<file path="src/rtl/pulse_pkg.sv">
`timescale 1ns/1ps
package pulse_pkg;
    typedef enum logic [2:0] {
        ST_IDLE  = 3'd0,
        ST_ARMED = 3'd1,
        ST_WAIT  = 3'd2,
        ST_FIRE  = 3'd3,
        ST_DONE  = 3'd4
    } shot_state_e;
endpackage

</file>
<file path="src/rtl/trig_sync.sv">
`timescale 1ns/1ps
module trig_sync #(
    parameter int STAGES = 2
) (
    input  logic clk,
    input  logic rst_n,
    input  logic trig_in,
    output logic rise
);
    logic [STAGES-1:0] chain_q;
    logic              last_q;

    generate
        for (genvar g = 0; g < STAGES; g++) begin : g_stage
            if (g == 0) begin : g_first
                always_ff @(posedge clk or negedge rst_n) begin
                    if (!rst_n) chain_q[0] <= 1'b0;
                    else        chain_q[0] <= trig_in;
                end
            end else begin : g_rest
                always_ff @(posedge clk or negedge rst_n) begin
                    if (!rst_n) chain_q[g] <= 1'b0;
                    else        chain_q[g] <= chain_q[g-1];
                end
            end
        end
    endgenerate

    always_ff @(posedge clk or negedge rst_n) begin
        if (!rst_n) last_q <= 1'b0;
        else        last_q <= chain_q[STAGES-1];
    end

    assign rise = chain_q[STAGES-1] & ~last_q;


    rise_single_chk: assert property (@(posedge clk) disable iff (!rst_n)
        rise |=> !rise);
endmodule

</file>
<file path="src/rtl/shot_params.sv">
`timescale 1ns/1ps
module shot_params #(
    parameter int OFF_W = 20,
    parameter int WID_W = 16
) (
    input  logic             clk,
    input  logic             rst_n,
    input  logic             load,
    input  logic             accept,
    input  logic [OFF_W-1:0] offset_in,
    input  logic [WID_W-1:0] width_in,
    input  logic             en_lo_in,
    input  logic             en_hi_in,
    output logic [OFF_W-1:0] off_q,
    output logic [WID_W-1:0] wid_q,
    output logic             en_lo_q,
    output logic             en_hi_q
);
    always_ff @(posedge clk or negedge rst_n) begin
        if (!rst_n) begin
            off_q   <= '0;
            wid_q   <= '0;
            en_lo_q <= 1'b0;
            en_hi_q <= 1'b0;
        end else if (load && accept) begin
            off_q   <= offset_in;
            wid_q   <= width_in;
            en_lo_q <= en_lo_in;
            en_hi_q <= en_hi_in;
        end
    end


    frozen_params_chk: assert property (@(posedge clk) disable iff (!rst_n)
        !accept |=> ($stable(off_q) && $stable(wid_q) && $stable(en_lo_q) && $stable(en_hi_q)));
endmodule

</file>
<file path="src/rtl/shot_counter.sv">
`timescale 1ns/1ps
module shot_counter #(
    parameter int CW = 20
) (
    input  logic          clk,
    input  logic          rst_n,
    input  logic          load,
    input  logic [CW-1:0] load_val,
    input  logic          dec,
    output logic          zero
);
    logic [CW-1:0] cnt_q;

    always_ff @(posedge clk or negedge rst_n) begin
        if (!rst_n)                   cnt_q <= '0;
        else if (load)                cnt_q <= load_val;
        else if (dec && cnt_q != '0)  cnt_q <= cnt_q - CW'(1);
    end

    assign zero = (cnt_q == '0);


    no_wrap_chk: assert property (@(posedge clk) disable iff (!rst_n)
        (zero && !load) |=> zero);
endmodule

</file>
<file path="src/rtl/pulse_shot_gen.sv">
`timescale 1ns/1ps
module pulse_shot_gen
    import pulse_pkg::*;
#(
    parameter int OFF_W       = 20,
    parameter int WID_W       = 16,
    parameter int SYNC_STAGES = 2
) (
    input  logic             clk,
    input  logic             rst_n,
    input  logic             arm,
    input  logic             disarm,
    input  logic             load,
    input  logic [OFF_W-1:0] offset_in,
    input  logic [WID_W-1:0] width_in,
    input  logic             en_lo_in,
    input  logic             en_hi_in,
    input  logic             trig_in,
    output logic             out_lo,
    output logic             out_hi,
    output logic             st_armed,
    output logic             st_wait,
    output logic             st_fire,
    output logic             st_done
);
    localparam int CW = (OFF_W > WID_W) ? OFF_W : WID_W;

    shot_state_e     state_q, state_d;
    logic            rise;
    logic            accept;
    logic [OFF_W-1:0] off_q;
    logic [WID_W-1:0] wid_q;
    logic            en_lo_q, en_hi_q;
    logic            cnt_load, cnt_dec, cnt_zero;
    logic [CW-1:0]   cnt_val;
    logic [CW-1:0]   off_m1, wid_m1;

    trig_sync #(.STAGES(SYNC_STAGES)) sync_i (
        .clk(clk), .rst_n(rst_n), .trig_in(trig_in), .rise(rise)
    );

    assign accept = (state_q == ST_IDLE) || (state_q == ST_DONE);

    shot_params #(.OFF_W(OFF_W), .WID_W(WID_W)) params_i (
        .clk(clk), .rst_n(rst_n), .load(load), .accept(accept),
        .offset_in(offset_in), .width_in(width_in),
        .en_lo_in(en_lo_in), .en_hi_in(en_hi_in),
        .off_q(off_q), .wid_q(wid_q), .en_lo_q(en_lo_q), .en_hi_q(en_hi_q)
    );

    shot_counter #(.CW(CW)) counter_i (
        .clk(clk), .rst_n(rst_n), .load(cnt_load), .load_val(cnt_val),
        .dec(cnt_dec), .zero(cnt_zero)
    );

    assign off_m1 = CW'(off_q) - CW'(1);
    assign wid_m1 = CW'(wid_q) - CW'(1);

    // state register
    always_ff @(posedge clk or negedge rst_n) begin
        if (!rst_n) state_q <= ST_IDLE;
        else        state_q <= state_d;
    end

    // next state and counter control
    always_comb begin
        state_d  = state_q;
        cnt_load = 1'b0;
        cnt_dec  = 1'b0;
        cnt_val  = '0;
        unique case (state_q)
            ST_IDLE: begin
                if (arm) state_d = ST_ARMED;
            end
            ST_ARMED: begin
                if (rise) begin
                    if (off_q != '0) begin
                        state_d  = ST_WAIT;
                        cnt_load = 1'b1;
                        cnt_val  = off_m1;
                    end else if (wid_q != '0) begin
                        state_d  = ST_FIRE;
                        cnt_load = 1'b1;
                        cnt_val  = wid_m1;
                    end else begin
                        state_d  = ST_DONE;
                    end
                end
            end
            ST_WAIT: begin
                if (cnt_zero) begin
                    if (wid_q != '0) begin
                        state_d  = ST_FIRE;
                        cnt_load = 1'b1;
                        cnt_val  = wid_m1;
                    end else begin
                        state_d  = ST_DONE;
                    end
                end else begin
                    cnt_dec = 1'b1;
                end
            end
            ST_FIRE: begin
                if (cnt_zero) state_d = ST_DONE;
                else          cnt_dec = 1'b1;
            end
            ST_DONE: begin
                if (arm) state_d = ST_ARMED;
            end
            default: state_d = ST_IDLE;
        endcase
        if (disarm) begin
            state_d  = ST_IDLE;
            cnt_load = 1'b0;
            cnt_dec  = 1'b0;
        end
    end

    // outputs
    always_comb begin
        st_armed = (state_q == ST_ARMED);
        st_wait  = (state_q == ST_WAIT);
        st_fire  = (state_q == ST_FIRE);
        st_done  = (state_q == ST_DONE);
        out_lo   = st_fire && en_lo_q && !disarm;
        out_hi   = st_fire && en_hi_q && !disarm;
    end


    status_excl_chk: assert property (@(posedge clk) disable iff (!rst_n)
        $onehot0({st_armed, st_wait, st_fire, st_done}));


    abort_idle_chk: assert property (@(posedge clk) disable iff (!rst_n)
        disarm |=> (state_q == ST_IDLE));


    arm_from_idle_chk: assert property (@(posedge clk) disable iff (!rst_n)
        (state_q == ST_IDLE && arm && !disarm) |=> (state_q == ST_ARMED));


    done_hold_chk: assert property (@(posedge clk) disable iff (!rst_n)
        (state_q == ST_DONE && !arm && !disarm) |=> (state_q == ST_DONE));


    wait_hold_chk: assert property (@(posedge clk) disable iff (!rst_n)
        (state_q == ST_WAIT && !cnt_zero && !disarm) |=> (state_q == ST_WAIT));


    idle_no_fire_chk: assert property (@(posedge clk) disable iff (!rst_n)
        (state_q == ST_IDLE && !arm) |=> (state_q == ST_IDLE));
endmodule

</file>
<file path="config.mk">
export PLATFORM = sky130hd
export DESIGN_NAME = pulse_shot_gen
export DESIGN_NICKNAME = d
export VERILOG_FILES = /design/src/rtl/pulse_pkg.sv /design/src/rtl/trig_sync.sv /design/src/rtl/shot_params.sv /design/src/rtl/shot_counter.sv /design/src/rtl/pulse_shot_gen.sv
export SDC_FILE = /design/constraint.sdc
export NUM_CORES = 1
export LEC_CHECK = 0
export BUFFER_PORTS_ARGS = -buffer_cell sky130_fd_sc_hd__buf_2
export CAP_MARGIN = 15
export CORE_MARGIN = 4
export CORE_UTILIZATION = 55
export DETAILED_ROUTE_END_ITERATION = 16
export MAX_ROUTING_LAYER = met4
export PLACE_DENSITY = 0.74
export REMOVE_ABC_BUFFERS = 1
export SLEW_MARGIN = 20
export SYNTH_ARGS = -nofsm -noshare
export SYNTH_HDL_FRONTEND = slang
export SYNTH_SLANG_ARGS = --single-unit
export TNS_END_PERCENT = 50
</file>
<file path="constraint.sdc">
create_clock -name clk -period 3 [get_ports clk]
set_input_delay 0 -clock clk [delete_from_list [all_inputs] [get_ports clk]]
set_output_delay 0 -clock clk [all_outputs]
set_load 0.03 [all_outputs]
</file>
==> impl_metrics.env <==
export IMPL_wl_per_cell_um=17.35
export IMPL_yosys_area_share_simple_pct=21.97
export IMPL_grt_setup_unrepaired="false"
export IMPL_clockRootBuffer="clkbuf_8"
export IMPL_fin_crit_ns=2.718
export IMPL_avgSynthCellArea_um2=9.727
export IMPL_io_pins=50
export IMPL_finalWorstSetupSlack_ns=0.2824
export IMPL_die_area_um2=8368
export IMPL_antenna_found_initial=0
export IMPL_htree_levels=3
export IMPL_reg2reg_slack_ns=0.28
export IMPL_r2r_start="params_i.off_q[10]$_DFFE_PN0P_"
export IMPL_synth_fa_ha_area_share_pct=1.632
export IMPL_diodes=0
export IMPL_dp_hpwl_um=7142
export IMPL_grt_max_degree=44
export IMPL_setup_worst_path_end_class="flip-flop"
export IMPL_wl_um=10290
export IMPL_min_period_over_period_pct=90.59
export IMPL_layout_drive_gt1_share_pct=23.14
export IMPL_grt_use_met2_pct=44.19
export IMPL_path_max_fanout=10
export IMPL_viasPerCell=5.924
export IMPL_final_hold_viol_count=0
export IMPL_fillers=506
export IMPL_grt_busiest_layer="met2"
export IMPL_rows=30
export IMPL_synth_area_leaders="dfrtp_1, mux2_2, xor2_1, xnor2_1, nand2_1"
export IMPL_clk_latency_ns=0.35
export IMPL_initial_core_util_pct=56.41
export IMPL_reg2reg_depth=6
export IMPL_path_clk_slew_ns=0.07
export IMPL_use_met1_pct=32.75
export IMPL_yosysTopAreaCellShare_pct=41.79
export IMPL_crit_required_ns=3.23
export IMPL_tritoncts="yes"
export IMPL_nNetsFinal=542
export IMPL_synth_area_mux_share_pct=9.958
export IMPL_stdcell_area_um2=4822
export IMPL_firstDrtPassIters=4
export IMPL_synth_edf_count=0
export IMPL_via_count=3513
export IMPL_leakage_uw=0.001954
export IMPL_crit_path_cell_trace="or4_4 > or4_4 > nor3_4 > o21a_1 > a22oi_1 > o221a_1"
export IMPL_worstHoldStart="arm"
export IMPL_max_stage_delay_ns=0.60
export IMPL_netlist_area_um2=3832
export IMPL_clk_path_buf_depth=2
export IMPL_synth_xor_area_share_pct=7.770
export IMPL_cts_sinks=64
export IMPL_synth_cells=394
export IMPL_place_port_buffers=49
export IMPL_grt_pass1_vias=3491
export IMPL_synth_compound_area_share_pct=14.43
export IMPL_synth_common_cells="dfrtp_1, mux2_2, nand2_1, nor2_1, nor3_1"
export IMPL_slew_limit_headroom_pct=59.38
export IMPL_setup_viol=0
export IMPL_drc=0
export IMPL_antenna_left=0
export IMPL_async_flop_share_pct=100.0
export IMPL_hold_worst_slack_ns=0.02990
export IMPL_yosysSeqAreaShare_pct=41.79
export IMPL_skew_ns=0.006707
export IMPL_cp_arrival_ns=2.95
export IMPL_first_iter_violations=178
export IMPL_min_to="state_q[0]$_DFFE_PN0P_"
export IMPL_synth_most_common_cell="dfrtp_1"
export IMPL_worstHoldPathCells=4
export IMPL_power_total_uw=2851
export IMPL_drv_cap=0
export IMPL_ys_flop_type="dfrtp_1"
export IMPL_cts_made_buffers=9
export IMPL_ys_ff_latch=64
export IMPL_syn_to_final_growth_pct=25.82
export IMPL_grt_pass1_wl_um=17160
export IMPL_p_per_area_nw_per_um2=591.3
export IMPL_synth_top_family_by_area="simple AND/OR/NAND/NOR gates"
export IMPL_core_area_um2=6794
export IMPL_fp_dieH_um=91.48
export IMPL_fmax_mhz=368.0
export IMPL_place_ws_ns=0.3543
export IMPL_critPathKind="flip-flop to flip-flop"
export IMPL_irDropWorstVdd_v=0.0004956
export IMPL_gp_congestion=0.8607
export IMPL_grt_util_all_layers_pct=26.78
export IMPL_r2r_end="counter_i.cnt_q[13]$_DFFE_PN0P_"
export IMPL_outcome="complete, no violations"
export IMPL_cts_resized=0
export IMPL_slowest_stage="or4_4"
export IMPL_cp_common_cell="or4_4"
export IMPL_yosysTopAreaCell="dfrtp_1"
export IMPL_yosysWarnings=0
export IMPL_slew_viol_final=0
export IMPL_hold_class="input port to flip-flop"
export IMPL_tightest_slew_ns=0.6094
export IMPL_die_x_um=91.48
export IMPL_placed_cell_area_um2=4225
export IMPL_grt_overflow_total=0
export IMPL_worstSetupStartpointType="flip-flop"
export IMPL_met3_usage_pct=4.474
export IMPL_ys_types=55
## kinds of logic (layout without fill, tap and decap cells)
kind of cell,count (synthesis),count (layout)
AOI/OAI and AO/OA,82,82
xor gates and xnor gates,34,34
adders and majority gates,5,5
buffers and inverters,23,126
DFF,64,64
muxes,34,34
and+or+nand+nor,152,152
## layout make-up
class                           instances  area [um^2]  area share [%]
Inverter                               11        41.29          0.8563
Clock buffer                           11        141.4           2.932
Tap cell                               96        120.1           2.491
Sequential cell                        64         1602           33.21
Timing Repair Buffer                  100        730.7           15.15
Clock inverter                          4        45.04          0.9341
Multi-Input combinational cell        307         2142           44.42
## placed cells by master, fill, tap and decap left out, types with 4 or more instances in the layout
cell / netlist / layout
a21oi_1: 14 / 14
a221oi_1: 4 / 4
a22oi_1: 6 / 6
a31oi_1: 5 / 5
buf_2: 3 / 49
buf_4: 1 / 10
clkbuf_8: 0 / 10
dfrtp_1: 64 / 64
dlygate4sd3_1: 0 / 41
ha_1: 5 / 5
inv_1: 11 / 11
mux2_2: 33 / 33
nand2_1: 29 / 29
nand3_1: 16 / 16
nand4_1: 5 / 5
nor2_1: 23 / 23
nor3_1: 21 / 21
nor3b_1: 7 / 6
nor4_1: 13 / 13
o211ai_1: 5 / 5
o21ai_0: 14 / 14
o21ai_1: 4 / 4
o22ai_1: 4 / 4
o31ai_1: 4 / 4
or3_1: 12 / 12
or4_1: 4 / 4
xnor2_1: 15 / 15
xor2_1: 19 / 19
## through the flow
| step | utilization [%] | setup TNS, ns | std cells |
|---|---|---|---|
| floorplan | - | -37.18 | 382 |
| global placement | 62.19 | 0 | 537 |
| detailed placement | 62.19 | 0 | 537 |
| CTS | 70.98 | 0 | 593 |
| global route | 70.98 | 0 | 593 |
| finish | 70.98 | 0 | 593 |
## how the worst max path moves through the flow
stage                                       to                           start  slack [ns]  cells past startpoint
6_report       counter_i.cnt_q[13]$_DFFE_PN0P_  params_i.off_q[10]$_DFFE_PN0P_        0.28                      6
3_5_place_dp   counter_i.cnt_q[13]$_DFFE_PN0P_  params_i.off_q[10]$_DFFE_PN0P_        0.35                      6
5_1_grt        counter_i.cnt_q[13]$_DFFE_PN0P_  params_i.off_q[10]$_DFFE_PN0P_        0.25                      6
2_1_floorplan     params_i.en_hi_q$_DFFE_PN0P_          state_q[0]$_DFFE_PN0P_        -1.0                      2
3_3_place_gp   counter_i.cnt_q[13]$_DFFE_PN0P_  params_i.off_q[10]$_DFFE_PN0P_        0.45                      6
4_1_cts        counter_i.cnt_q[13]$_DFFE_PN0P_  params_i.off_q[10]$_DFFE_PN0P_        0.33                      6
## critical path, delay by kind of cell, from the launching register on
family	cells	cell delay [ns]
flops	1	0.46
compound gates	3	0.80
simple gates	3	1.34
## power breakdown
group          leakage, uW  total [uW]  switching, uW  internal, uW
logic              0.00108         797            393           404
clock network    0.0000989         728            330           398
registers         0.000771        1330            263          1060
## registers in the layout, summed over array words and instances (netlist names)
name	flops
params_i.wid_q	16
sync_i.chain_q	2
params_i.en_hi_q	1
sync_i.last_q	1
params_i.en_lo_q	1
params_i.off_q	20
state_q	3
counter_i.cnt_q	20
## per-layer routing
layer	vias up	wire length, um	share of wire, %
met5	-	0	0
met2	98	5166	50
met3	21	499	4.9
met4	0	204	2.0
li1	1690	-	-
met1	1704	4415	43
## repair_timing
action	in CTS	in global routing
setup buffers	0	0
hold buffers	41	0
hold endpoints to repair	66	0
(Power assumes the default switching activity.)
